File: config.mk
export PLATFORM = sky130hd
export DESIGN_NAME = cmp_timer
export DESIGN_NICKNAME = d
export VERILOG_FILES = /design/src/rtl/cmpt_pkg.sv /design/src/rtl/cmpt_regs.sv /design/src/rtl/cmpt_presc.sv /design/src/rtl/cmpt_core.sv /design/src/rtl/cmp_timer.sv
export SDC_FILE = /design/constraint.sdc
export NUM_CORES = 1
export LEC_CHECK = 0
export BUFFER_PORTS_ARGS = -buffer_cell sky130_fd_sc_hd__buf_2
export CAP_MARGIN = 30
export CORE_MARGIN = 2
export CORE_UTILIZATION = 46
export DETAILED_ROUTE_END_ITERATION = 12
export HOLD_SLACK_MARGIN = 0.15
export PLACE_DENSITY = 0.66
export SETUP_SLACK_MARGIN = 0.2
export SYNTH_ARGS = -nofsm -noshare
export SYNTH_HDL_FRONTEND = slang
export SYNTH_SLANG_ARGS = --single-unit
File: constraint.sdc
create_clock -name clk -period 4.15 [get_ports clk]
set_clock_uncertainty 0.05 [all_clocks]
set_input_delay 0.2075 -clock clk [delete_from_list [all_inputs] [get_ports clk]]
set_output_delay 0.2075 -clock clk [all_outputs]
set_load 0.005 [all_outputs]
File: src/rtl/cmpt_pkg.sv
package cmpt_pkg;

    // control word, bit 0 at the bottom
    typedef struct packed {
        logic [1:0]  clk_sel;   // 25:24
        logic [1:0]  pin_mode;  // 23:22
        logic [3:0]  keep;      // 21:18 stored only
        logic        ovw_en;    // 17
        logic        soft_rst;  // 16
        logic [11:0] div;       // 15:4
        logic        reload;    // 3
        logic        irq_en;    // 2
        logic        restart;   // 1
        logic        run;       // 0
    } ctrl_t;

    localparam int unsigned CTRL_W = $bits(ctrl_t);
    localparam int unsigned DIV_W  = 12;

    typedef enum logic [1:0] {
        SRC_NONE = 2'd0,
        SRC_PER  = 2'd1,
        SRC_HI   = 2'd2,
        SRC_LO   = 2'd3
    } src_e;

    typedef enum logic [1:0] {
        PIN_OFF = 2'd0,
        PIN_TGL = 2'd1,
        PIN_CLR = 2'd2,
        PIN_SET = 2'd3
    } pin_e;

    typedef enum logic [2:0] {
        IDX_CTRL = 3'd0,
        IDX_STAT = 3'd1,
        IDX_LOAD = 3'd2,
        IDX_CMP  = 3'd3,
        IDX_CNT  = 3'd4
    } idx_e;

endpackage

File: src/rtl/cmpt_regs.sv
module cmpt_regs
    import cmpt_pkg::*;
#(
    parameter int unsigned DW = 32,
    parameter int unsigned AW = 5
) (
    input  logic          clk,
    input  logic          rst_n,
    input  logic          bus_sel,
    input  logic          bus_wr,
    input  logic [AW-1:0] bus_addr,
    input  logic [DW-1:0] bus_wdata,
    input  logic          match_i,
    input  logic [DW-1:0] cnt_i,
    output ctrl_t         ctrl_o,
    output logic [DW-1:0] load_o,
    output logic [DW-1:0] cmp_o,
    output logic          flag_o,
    output logic          start_o,
    output logic          ovw_o,
    output logic [DW-1:0] rdata_o
);

    localparam int unsigned IW = AW - 2;

    typedef struct packed {
        ctrl_t         ctrl;
        logic          flag;
        logic [DW-1:0] load;
        logic [DW-1:0] cmp;
    } regs_t;

    localparam regs_t RST_VAL = '{ctrl: '0, flag: 1'b0, load: '1, cmp: '0};

    regs_t         q, d;
    logic [IW-1:0] idx;
    logic          wr;
    ctrl_t         wctrl;

    assign idx   = bus_addr[AW-1:2];
    assign wr    = bus_sel && bus_wr;
    assign wctrl = ctrl_t'(bus_wdata[CTRL_W-1:0]);

    always_comb begin
        d       = q;
        start_o = 1'b0;
        ovw_o   = 1'b0;
        if (q.ctrl.soft_rst) begin
            d = RST_VAL;
        end else begin
            if (wr) begin
                case (idx)
                    IW'(IDX_CTRL): begin
                        d.ctrl  = wctrl;
                        start_o = wctrl.run && wctrl.restart && !q.ctrl.run;
                    end
                    IW'(IDX_LOAD): begin
                        d.load = bus_wdata;
                        ovw_o  = q.ctrl.ovw_en;
                    end
                    IW'(IDX_CMP):  d.cmp = bus_wdata;
                    default: ;
                endcase
            end
            if (match_i) begin
                d.flag = 1'b1;
            end else if (wr && idx == IW'(IDX_STAT) && bus_wdata[0]) begin
                d.flag = 1'b0;
            end
        end
    end

    always_ff @(posedge clk or negedge rst_n) begin
        if (!rst_n) q <= RST_VAL;
        else        q <= d;
    end

    always_comb begin
        rdata_o = '0;
        case (idx)
            IW'(IDX_CTRL): rdata_o[CTRL_W-1:0] = q.ctrl;
            IW'(IDX_STAT): rdata_o[0] = q.flag;
            IW'(IDX_LOAD): rdata_o = q.load;
            IW'(IDX_CMP):  rdata_o = q.cmp;
            IW'(IDX_CNT):  rdata_o = cnt_i;
            default:       rdata_o = '0;
        endcase
    end

    assign ctrl_o = q.ctrl;
    assign load_o = q.load;
    assign cmp_o  = q.cmp;
    assign flag_o = q.flag;

    logic unused_bits;
    assign unused_bits = ^{bus_addr[1:0], bus_wdata[DW-1:CTRL_W]};

    // a one written to the flag clears it when no match competes
    a_r6_flag_clear: assert property (@(posedge clk) disable iff (!rst_n)
        (wr && idx == IW'(IDX_STAT) && bus_wdata[0] && !match_i && !q.ctrl.soft_rst)
        |=> !q.flag);

    // a match always leaves the flag set
    a_r6_flag_set: assert property (@(posedge clk) disable iff (!rst_n)
        (match_i && !q.ctrl.soft_rst) |=> q.flag);

    // soft reset returns the register file to its reset image
    a_r11_soft_reset: assert property (@(posedge clk) disable iff (!rst_n)
        q.ctrl.soft_rst |=> (q.ctrl == '0 && !q.flag && q.load == '1 && q.cmp == '0));

endmodule

File: src/rtl/cmpt_presc.sv
module cmpt_presc
    import cmpt_pkg::*;
#(
    parameter int unsigned PW = DIV_W
) (
    input  logic          clk,
    input  logic          rst_n,
    input  logic          clear_i,
    input  logic          run_i,
    input  logic [1:0]    sel_i,
    input  logic [PW-1:0] div_i,
    input  logic          tick_per_i,
    input  logic          tick_hi_i,
    input  logic          tick_lo_i,
    output logic          step_o
);

    typedef struct packed {
        logic [PW-1:0] pcnt;
    } presc_t;

    presc_t     q, d;
    logic [3:0] src_vec;
    logic       src;
    logic       hit;

    assign src_vec = {tick_lo_i, tick_hi_i, tick_per_i, 1'b0};
    assign src     = src_vec[sel_i];
    assign hit     = (q.pcnt >= div_i);

    always_comb begin
        d      = q;
        step_o = 1'b0;
        if (clear_i) begin
            d.pcnt = '0;
        end else if (run_i && src) begin
            if (hit) begin
                d.pcnt = '0;
                step_o = 1'b1;
            end else begin
                d.pcnt = q.pcnt + PW'(1);
            end
        end
    end

    always_ff @(posedge clk or negedge rst_n) begin
        if (!rst_n) q <= '0;
        else        q <= d;
    end

    // no steps without a tick source
    a_r2_src_off: assert property (@(posedge clk) disable iff (!rst_n)
        (sel_i == SRC_NONE) |-> !step_o);

    // the divider restarts after every step
    a_r3_div_restart: assert property (@(posedge clk) disable iff (!rst_n)
        step_o |=> (q.pcnt == '0));

endmodule

File: src/rtl/cmpt_core.sv
module cmpt_core
    import cmpt_pkg::*;
#(
    parameter int unsigned DW = 32
) (
    input  logic          clk,
    input  logic          rst_n,
    input  logic          srst_i,
    input  logic          start_i,
    input  logic          ovw_i,
    input  logic [DW-1:0] wdata_i,
    input  logic          step_i,
    input  logic          reload_i,
    input  logic [DW-1:0] load_i,
    input  logic [DW-1:0] cmp_i,
    input  logic [1:0]    pin_mode_i,
    output logic [DW-1:0] cnt_o,
    output logic          match_o,
    output logic          pin_o
);

    typedef struct packed {
        logic [DW-1:0] cnt;
        logic          pin;
    } core_t;

    core_t         q, d;
    logic [DW-1:0] nxt;

    always_comb begin
        if (q.cnt == '0) nxt = reload_i ? load_i : '1;
        else             nxt = q.cnt - DW'(1);
    end

    always_comb begin
        d       = q;
        match_o = 1'b0;
        if (srst_i) begin
            d = '{cnt: '1, pin: 1'b0};
        end else begin
            if (start_i)      d.cnt = load_i;
            else if (ovw_i)   d.cnt = wdata_i;
            else if (step_i) begin
                d.cnt   = nxt;
                match_o = (nxt == cmp_i);
            end
            if (pin_mode_i == PIN_OFF) begin
                d.pin = 1'b0;
            end else if (match_o) begin
                case (pin_mode_i)
                    PIN_TGL: d.pin = !q.pin;
                    PIN_CLR: d.pin = 1'b0;
                    PIN_SET: d.pin = 1'b1;
                    default: d.pin = 1'b0;
                endcase
            end
        end
    end

    always_ff @(posedge clk or negedge rst_n) begin
        if (!rst_n) q <= '{cnt: '1, pin: 1'b0};
        else        q <= d;
    end

    assign cnt_o = q.cnt;
    assign pin_o = q.pin && (pin_mode_i != PIN_OFF);

    // plain step from a non-zero value decrements by one
    a_r4_decrement: assert property (@(posedge clk) disable iff (!rst_n)
        (step_i && !srst_i && !start_i && !ovw_i && q.cnt != '0)
        |=> (q.cnt == $past(q.cnt) - DW'(1)));

    // step from zero in reload mode takes the load value
    a_r5_reload: assert property (@(posedge clk) disable iff (!rst_n)
        (step_i && !srst_i && !start_i && !ovw_i && q.cnt == '0 && reload_i)
        |=> (q.cnt == $past(load_i)));

    // set action drives the pin high after a match
    a_r8_pin_set: assert property (@(posedge clk) disable iff (!rst_n)
        (match_o && pin_mode_i == PIN_SET && !srst_i) |=> q.pin);

    // no match without a step
    a_r12_step_only: assert property (@(posedge clk) disable iff (!rst_n)
        $stable(q.cnt) |-> !$past(match_o));

endmodule

File: src/rtl/cmp_timer.sv
module cmp_timer
    import cmpt_pkg::*;
#(
    parameter int unsigned DW = 32,
    parameter int unsigned AW = 5
) (
    input  logic          clk,
    input  logic          rst_n,
    input  logic          bus_sel,
    input  logic          bus_wr,
    input  logic [AW-1:0] bus_addr,
    input  logic [DW-1:0] bus_wdata,
    output logic [DW-1:0] bus_rdata,
    input  logic          tick_periph,
    input  logic          tick_ref_hi,
    input  logic          tick_ref_lo,
    output logic          irq,
    output logic          out_pin
);

    ctrl_t         ctrl;
    logic [DW-1:0] load_v, cmp_v, cnt_v;
    logic          flag, start, ovw, match, step;

    cmpt_regs #(.DW(DW), .AW(AW)) u_regs (
        .clk       (clk),
        .rst_n     (rst_n),
        .bus_sel   (bus_sel),
        .bus_wr    (bus_wr),
        .bus_addr  (bus_addr),
        .bus_wdata (bus_wdata),
        .match_i   (match),
        .cnt_i     (cnt_v),
        .ctrl_o    (ctrl),
        .load_o    (load_v),
        .cmp_o     (cmp_v),
        .flag_o    (flag),
        .start_o   (start),
        .ovw_o     (ovw),
        .rdata_o   (bus_rdata)
    );

    cmpt_presc #(.PW(DIV_W)) u_presc (
        .clk        (clk),
        .rst_n      (rst_n),
        .clear_i    (start || ctrl.soft_rst),
        .run_i      (ctrl.run),
        .sel_i      (ctrl.clk_sel),
        .div_i      (ctrl.div),
        .tick_per_i (tick_periph),
        .tick_hi_i  (tick_ref_hi),
        .tick_lo_i  (tick_ref_lo),
        .step_o     (step)
    );

    cmpt_core #(.DW(DW)) u_core (
        .clk        (clk),
        .rst_n      (rst_n),
        .srst_i     (ctrl.soft_rst),
        .start_i    (start),
        .ovw_i      (ovw),
        .wdata_i    (bus_wdata),
        .step_i     (step),
        .reload_i   (ctrl.reload),
        .load_i     (load_v),
        .cmp_i      (cmp_v),
        .pin_mode_i (ctrl.pin_mode),
        .cnt_o      (cnt_v),
        .match_o    (match),
        .pin_o      (out_pin)
    );

    assign irq = flag && ctrl.irq_en;

    logic unused_ctrl;
    assign unused_ctrl = ^{ctrl.keep, ctrl.ovw_en, ctrl.restart};

    // the interrupt never outlives the enable bit
    a_r7_irq_gate: assert property (@(posedge clk) disable iff (!rst_n)
        !ctrl.irq_en |-> !irq);

endmodule

Word-level counts from Yosys, hierarchy flattened
Index checks and enable logic that the tools add are counted.
Storage, ports and cells
  register bits: 136
  output and inout port bits: 34
  word-level logic and storage cells: 92
  bits of input ports: 44
Cells by class
  $lt $le $gt $ge: 2
  mux-type cells: 39
  $add $sub $neg: 2
  eq/ne operators: 7
  reduce and logical (&&, ||, !) cells: 26
Operators by type and width (count)
  32-bit 2-to-1 mux: 7
  25-bit case mux with 4 select lines: 1
  91-bit 2-to-1 mux: 1
  64-bit 2-to-1 mux: 1
  26-bit 2-to-1 mux: 2
  12-bit 2-to-1 mux: 3
  33-bit 2-to-1 mux: 1
  32-bit equality test: 1
  32-bit zero test: 1
  32-bit by 1-bit subtractor with 32-bit output, second input constant: 1
  1-bit 2-to-1 mux: 19
  6-bit case mux with 3 select lines: 1
  12-bit by 1-bit adder with 12-bit output, second input constant: 1
  12-bit greater-or-equal comparator: 1
  2-bit nonzero test: 6
  1-bit logical AND: 8
  3-bit by 2-bit equality test with 1-bit output, second input constant: 2
  2-bit AND reduction: 3
  3-bit nonzero test: 2
  1-bit case mux with 5 select lines: 1
  4-bit nonzero test: 1
  3-bit by 1-bit equality test with 1-bit output, second input constant: 1
  3-bit equality test, second input constant: 1
  3-bit zero test: 1
  other kinds (8): 9

Depth between registers and ports, before layout
Gate-level depths: netlist of run 1.
  depth in word-level cells: 14
  depth in mapped cells: 14
  gate-level depth less buffers: 11

By module
A second synthesis of run 1 with hierarchy kept.
Unflattened totals
  cells, all modules: 1156
  area total of the unflattened synthesis: 10023.4 um^2
Modules (own cells, without submodules)
  cmpt_regs: instances 1, cells each 436, area an instance 4729.5 um^2, seq. area each 2317.2 um^2
  cmpt_core: instances 1, cells each 598, area an instance 4280.4 um^2, seq. area each 865.8 um^2
  cmpt_presc: instances 1, cells each 120, area an instance 1001.0 um^2, seq. area each 300.3 um^2
  cmp_timer: instances 1, cells each 2, area an instance 12.5 um^2, seq. area each 0.0 um^2

Worst setup path after synthesis of run 1
OpenSTA, ideal clock, no wires.
  path type: register to register
  start point: register u_core.q, in the netlist u_core.cnt_o[0]
  end point: register u_core.q[0] (netlist bit)
  data required time: 3.977 ns
  arrival time: 3.619 ns
  cell stages (with the launch flop): 13
  library setup time: 0.123 ns
  path buffers: 1
  clock period less this slack: 3.792 ns
  setup slack: 0.358 ns
  cell sequence: dfstp_2 > inv_1 > ha_1 > or4b_1 > clkbuf_1 > or4_4 > or4_1 > a31o_1 > xor2_1 > o21ai_1 > or4_1 > o41a_1 > o221a_1
Between the ends
  longest elaborated chain between the ends: 8
  elaborated cells between the ends (all ways): 9
  those cells by class: add/sub: 1; eq/ne: 1; mux: 5; reduce/logical: 2
Ends and longest elaborated chain
  start: declaration: RTL line cmpt_core.sv:27  | core_t q, d;
  start signal: assignment: RTL line cmpt_core.sv:61  | if (!rst_n) q <= '{cnt: '1, pin: 1'b0};
  32-bit by 1-bit subtractor with 32-bit output or 32-bit zero test (tied branches): RTL line cmpt_core.sv:32, cmpt_core.sv:31
  32-bit 2-to-1 mux (*): RTL line cmpt_core.sv:31  | if (q.cnt == '0) nxt = reload_i ? load_i : '1;
  32-bit equality test (*): RTL line cmpt_core.sv:45  | match_o = (nxt == cmp_i);
  1-bit 2-to-1 mux (*): RTL line cmpt_core.sv:43  | else if (step_i) begin
  1-bit 2-to-1 mux (*): RTL line cmpt_core.sv:42  | else if (ovw_i) d.cnt = wdata_i;
  1-bit 2-to-1 mux (*): RTL line cmpt_core.sv:41  | if (start_i) d.cnt = load_i;
  1-bit 2-to-1 mux (*): RTL line cmpt_core.sv:38  | if (srst_i) begin
  3-bit nonzero test (no source line) (*)
Mark *: on every way between the ends. The rest lies on a longest branch, timed or not. The select of a mux whose other input is x is not followed.
A chain may end at the register's enable or synchronous reset.

Worst setup path in the final report of run 1
  start point: register u_core.q, in the netlist u_core.cnt_o[15]
  end point: register u_core.q[0] (netlist bit)
Same word-level chain as after synthesis.

==> key figures, run 1 <==
Clock network
  – Worst skew pair latency: 0.44 ns
  – CTS max path bufs: 2
  – CTS clk-pin slew, worst paths: 0.06 ns
  – CTS tree: yes
  – Clock buffer count from CTS: 17
  – Clock sinks: 136
  – Root buffer cell: clkbuf_16
  – Htree depth: 4

Timing
  – Relative slew slack: 45.6%
  – Final hold vios: 0
  – Final worst-path cycle share: 94.6%
  – Final min period: 3.93 ns
  – Slew Limit Fails: 0
  – Worst Tran Pin Value: 0.816 ns
  – RSZ-0062 raised after global routing: false
  – Setup WS post-layout: 0.224 ns
  – Setup TNS: 0 ns
  – Fmax: 255 MHz
  – Final setup vio count: 0

Route
  – DRT Wirelength: 35200 um
  – Vias/cell: 6.42
  – Number of remaining DRC errors: 0
  – DR iter-0 viols: 1037
  – Via count: 9681
  – Post-DRT Antenna Nets: 0
  – DRT Pass-1 Iters: 8
  – WL per Instance: 23.4 um

Layout
  – Share of layout cells above drive strength 1: 22.2%
  – Nets@finish: 1283
  – Reg area: 3480 um^2
  – Most frequent cells in the layout: nand2_1, a21oi_1, nor2_1
  – Fill cell count: 1877
  – Commonest non-fill, non-tap cell in the layout: nand2_1
  – Non-Filler Instances: 1507
  – Ant diodes: 0
  – Area of the multi-input gates: 5490 um^2
  – Area Overhead vs Synth: 20.5%

Yosys
  – Post-Synthesis Cells: 1125
  – Cell variety after synth: 77
  – Area share of the largest cell type after synthesis: 19.4%
  – Synthesis warning total: 0
  – Syn Area/Cell: 8.27 um^2
  – Ys async rst share: 100%
  – Seq/Total Area, Yosys: 37.4%
  – Synthesized flop and latch total: 136
  – Syn_nets: 1184
  – Mapped Area: 9300 um^2
  – EDFF count, synth: 0
  – Ys flop type: dfrtp_1
  – Largest cells by area after synthesis: dfrtp_1, dfstp_2, nand2_1
  – Synth area leader: dfrtp_1

Run
  – MaxCap Viol Count: 0

Global routing
  – First-pass GRT wire length: 54600 um
  – Tot GR Track Use: 33.0%
  – Vias in the first global route: 9143
  – Largest net degree at the start of global routing: 65
  – Global route overflow: 0
  – Initial antenna violation count: 0

Setup path
  – RR Startpoint: u_core.cnt_o[15]$_DFFE_PN1P_
  – R2R depth: 9
  – Worst EP required: 4.42 ns
  – Max FO, Critical Path: 8
  – Crit start category: flop
  – Critical Path Source: u_core.cnt_o[15]$_DFFE_PN1P_
  – CP Class: reg2reg
  – CP Capture Type: flop
  – Worst Path Arrival: 4.20 ns

Placement
  – Placed insts: 1435
  – Pre-CTS WS: 0.119 ns
  – Port Buffers: 75
  – Routability cong.: 0.988
  – Post-DP HPWL: 24300 um

Floorplan
  – Initial Util: 46.4%
  – Die height: 146 um
  – Core area: 20000 um^2
  – Full die area: 21400 um^2
  – Row cnt: 52
  – Die X: 146 um
  – I/O pin count: 78

Min path
  – Hold Crit Start: bus_wr
  – WHS Path Cells: 4
  – Hold Path Class: in2reg

Outcome
  – Status: completed

Pwr
  – Leakage: 0.00464 uW
  – Peak VDD IR: 309 uV
  – Power Dens Cells: 487 nW/um^2
  – Tot Pwr: 5460 uW
-- final cells by class --
cell class              count  share of cell area (%)
multi-input cells         870                    49.0
flip-flops and latches    136                    31.1
repair buffers            161                    10.3
clock buffers              18                    3.92
well taps                 270                    3.01
clock inverters            14                    1.45
inverters                  38                    1.29
-- routing by layer --
layer | routed length [um] | global-route usage [%] | share of wire, % | up-vias
met1 | 15000 | 46.3 | 43 | 4762
li1 | - | - | - | 4290
met3 | 3110 | 7.00 | 8.8 | 88
met4 | 1160 | 11.6 | 3.3 | 0
met2 | 16000 | 50.7 | 45 | 541
met5 | 0 | 0 | 0 | -
-- power breakdown --
part	leakage, uW	switching [uW]	internal (uW)
clock	0.000287	675	916
sequential	0.00162	535	1750
combinational	0.00273	843	741
total	0.00464	2050	3410
-- what timing repair did --
action / 4_1_cts / 5_1_grt
endpoints found under the setup margin: 1 / 2
buffers inserted: 0 / 6
pin swaps: 0 / 8
hold buffers: 33 / 0
hold endpoints to repair: 147 / 0
gates resized for setup: 4 / 18
-- critical path, cell delays in order, from the launching register on --
cell and delay [ns]:
dfstp_2 0.43, or4_4 0.58, or4_4 0.53, o41ai_4 0.34, a31oi_2 0.17, xor2_1 0.17, or3_1 0.36, or4_4 0.59
o41a_1 0.38, o221a_1 0.20
-- final timing paths --
path                                                  to  slack (ns)
setup / recovery                 u_core.q[0]$_DFFE_PN0P_        0.22
setup reg to reg                 u_core.q[0]$_DFFE_PN0P_        0.22
hold / removal               u_regs.cmp_o[0]$_DFFE_PN0P_        0.16
min in group asynchronous  u_regs.ctrl_o[22]$_DFFE_PN0P_        0.24
hold reg to reg            u_regs.ctrl_o[18]$_DFFE_PN0P_        0.48
max in group asynchronous  u_regs.load_o[10]$_DFFE_PN1P_        2.82
-- logic make-up (layout without fill, tap and decap cells) --
family	Yosys count	after routing	share of synthesized area, %
buffers and inverters	119	231	4.99
multiplexers	53	53	5.89
XOR/XNOR	36	36	3.68
AND/OR/NAND/NOR	447	447	23.3
flip-flops	136	136	37.4
AO/OA/AOI/OAI	319	319	22.7
adder cells (fa/ha/maj)	15	15	2.02
-- cell usage after synthesis (4+ instances only) --
library cell	number
xnor2_1	22
nand3_1	17
o31ai_1	8
o21ai_0	62
o22ai_1	10
buf_1	6
dfstp_2	64
nor3_1	19
nor2_1	83
mux2i_1	48
a21o_1	5
and4_1	4
dfrtp_1	72
and3_1	13
o211ai_1	17
a22o_1	26
a221o_1	26
nand2_1	203
ha_1	15
a21oi_1	106
or4_1	9
inv_1	37
o221ai_1	5
a31oi_1	10
nand4_1	6
or4_4	7
or3_1	19
clkbuf_1	66
a211oi_1	8
nor3b_1	4
mux2_2	4
nand2b_1	18
xor2_1	12
nor4_1	23
buf_2	8
-- through the flow --
stage / utilization, % / area [um^2] / hold WS, ns
final: 56.0 / 11200 / 0.160
after global routing: 56.0 / 11200 / 0.205
after CTS: 55.2 / 11100 / 0.152
after detailed placement: 50.5 / 10100 / 0.143
after global placement: 50.3 / 10100 / 0.140
after floorplan: - / 9300 / -0.138
-- sequential cells by signal, summed over array words and instances, names as in the netlist --
name and flops:
u_core.cnt_o 32, u_regs.cmp_o 32, u_regs.load_o 32, u_regs.ctrl_o 26
u_presc.q 12, u_core.q 1, u_regs.flag_o 1
No activity file was read; power rests on OpenSTA's default activity.
==> inputs of run 2 (changes only) <==
--- a/config.mk
+++ b/config.mk
@@ -9,7 +9,9 @@
 export CAP_MARGIN = 30
 export CORE_MARGIN = 2
 export CORE_UTILIZATION = 46
+export CTS_BUF_LIST = sky130_fd_sc_hd__clkbuf_4
 export DETAILED_ROUTE_END_ITERATION = 12
+export GPL_TIMING_DRIVEN = 0
 export HOLD_SLACK_MARGIN = 0.15
 export PLACE_DENSITY = 0.66
 export SETUP_SLACK_MARGIN = 0.2
==> key figures, run 2 (synthesized netlist as in run 1, its figures left out) <==
Setup path
  – R2r setup slk: 0.08 ns
  – Worst EP required: 4.59 ns
  – R2R depth: 11
  – RR Startpoint: u_core.cnt_o[9]$_DFFE_PN1P_
  – R2r endpoint: u_core.q[0]$_DFFE_PN0P_
  – CP Class: reg2reg
  – Worst Path Arrival: 4.51 ns
  – CP Capture Type: flop
  – Crit start category: flop
  – Max FO, Critical Path: 7

Route
  – DR iter-0 viols: 1240
  – Via count: 10100
  – DRT Pass-1 Iters: 7
  – Routed wl met2: 17700 um
  – Number of remaining DRC errors: 0
  – WL per Instance: 25.7 um
  – Met3 routed wirelength: 4750 um
  – Post-DRT Antenna Nets: 0
  – Top Metal Used: met4
  – DRT Wirelength: 40200 um
  – Vias/cell: 6.47
  – Met1 WL: 15600 um

Timing
  – Slew Limit Fails: 0
  – Final hold vios: 0
  – Final setup vio count: 0
  – Worst Tran Pin Value: 0.962 ns
  – Final worst-path cycle share: 98.0%
  – Fmax: 246 MHz
  – Relative slew slack: 35.9%
  – RSZ-0062 raised after global routing: true
  – Final min period: 4.07 ns

Placement
  – Routability cong.: 1.01
  – Post-DP HPWL: 29700 um
  – Placed insts: 1473
  – Port Buffers: 74

Clock network
  – Root buffer cell: clkbuf_4
  – CTS tree: yes
  – Htree depth: 4
  – Clock buffer count from CTS: 17
  – CTS max path bufs: 2
  – Worst skew pair latency: 0.60 ns
  – Clock sinks: 136
  – CTS clk-pin slew, worst paths: 0.15 ns

Layout
  – Commonest non-fill, non-tap cell in the layout: nand2_1
  – Most frequent cells in the layout: nand2_1, a21oi_1, nor2_1
  – Area Overhead vs Synth: 20.1%
  – Non-Filler Instances: 1565
  – Share of layout cells above drive strength 1: 20.4%
  – Nets@finish: 1340

Floorplan
  – Core area: 20000 um^2
  – Die height: 146 um
  – Row cnt: 52
  – Full die area: 21400 um^2
  – Die X: 146 um
  – I/O pin count: 78
  – Initial Util: 46.4%

Min path
  – Hold Path Class: in2async

Outcome
  – Status: completed

Pwr
  – Power Dens Cells: 445 nW/um^2
  – Tot Pwr: 4970 uW
  – Leakage: 0.00459 uW
  – Peak VDD IR: 243 uV

Global routing
  – Tot GR Track Use: 37.6%
  – Initial antenna violation count: 1
  – Global route overflow: 0
  – First-pass GRT wire length: 60300 um
  – Largest net degree at the start of global routing: 99
  – Vias in the first global route: 9686

Run
  – MaxCap Viol Count: 0
[run 2: changes by cell type in the layout (fill, tap and decap cells not counted), sizes merged]
| cell | change |
|---|---|
| clkbuf | +62 |
| dlygate4sd3 | +9 |
| diode | +1 |
| clkinvlp | -1 |
| buf | -15 |
| inv | +2 |
[run 2: repair_timing]
| item | 4_1_cts | 5_1_grt |
|---|---|---|
| endpoints found under the setup margin | 11 | 2 |
| setup buffers | 11 | 9 |
| hold endpoints to repair | 222 | 0 |
| hold buffers | 42 | 0 |
| pin swaps | 10 | 14 |
| resized for setup | 32 | 23 |
[run 2: worst max-delay path by stage]
stage | end | depth (start not counted) | from
5_1_grt | u_core.q[0]$_DFFE_PN0P_ | 11 | u_core.cnt_o[9]$_DFFE_PN1P_
2_1_floorplan | u_core.q[0]$_DFFE_PN0P_ | 12 | u_core.cnt_o[0]$_DFFE_PN1P_
3_5_place_dp | u_core.q[0]$_DFFE_PN0P_ | 10 | u_core.cnt_o[6]$_DFFE_PN1P_
4_1_cts | u_core.q[0]$_DFFE_PN0P_ | 10 | u_core.cnt_o[14]$_DFFE_PN1P_
3_3_place_gp | u_core.q[0]$_DFFE_PN0P_ | 10 | u_core.cnt_o[6]$_DFFE_PN1P_
6_report | u_core.q[0]$_DFFE_PN0P_ | 11 | u_core.cnt_o[9]$_DFFE_PN1P_
[run 2: cell type report]
cell class | count | area [um^2]
antenna | 1 | 2.50
buffer | 78 | 349
clock buffer | 17 | 128
clock inverter | 15 | 164
fill | 2010 | 8870
inverter | 38 | 145
multi-input combinational | 870 | 5550
sequential | 136 | 3480
tap | 270 | 338
timing repair buffer | 140 | 1010
[run 2: power by group]
part | internal, uW | total (uW) | switching, uW | leakage, uW
Combinational | 768 | 1710 | 941 | 0.00281
Sequential | 1740 | 2290 | 546 | 0.00162
Clock | 371 | 968 | 598 | 0.000155
[run 2: stage by stage]
step	hold WS (ns)	utilization (%)	setup slack (ns)	instance area [um^2]	setup TNS [ns]
floorplan	-0.138	-	0.358	9300	0
global placement	0.419	50.0	-0.832	10000	-1.49
detailed placement	0.0985	50.3	-0.877	10100	-1.62
CTS	0.232	54.8	0.0952	11000	0
global route	0.268	55.8	0.0652	11200	0
finish	0.231	55.8	0.0834	11200	0
[run 2: routing by layer]
| metal | track usage [%] | vias up |
|---|---|---|
| li1 | - | 4401 |
| met5 | 0 | - |
| met3 | 7.66 | 171 |
| met1 | 51.2 | 4807 |
| met4 | 18.1 | 0 |
| met2 | 57.7 | 740 |
[run 2: worst max-delay path: stages, from the launching register on]
cell and delay, ns:
dfstp_2 0.39, buf_6 0.13, or4_4 0.51, buf_6 0.14, or4_4 0.57, or4_4 0.43, a31o_4 0.24, xor2_2 0.17
o21ai_1 0.12, or4_4 0.60, o41a_1 0.40, o221a_1 0.22
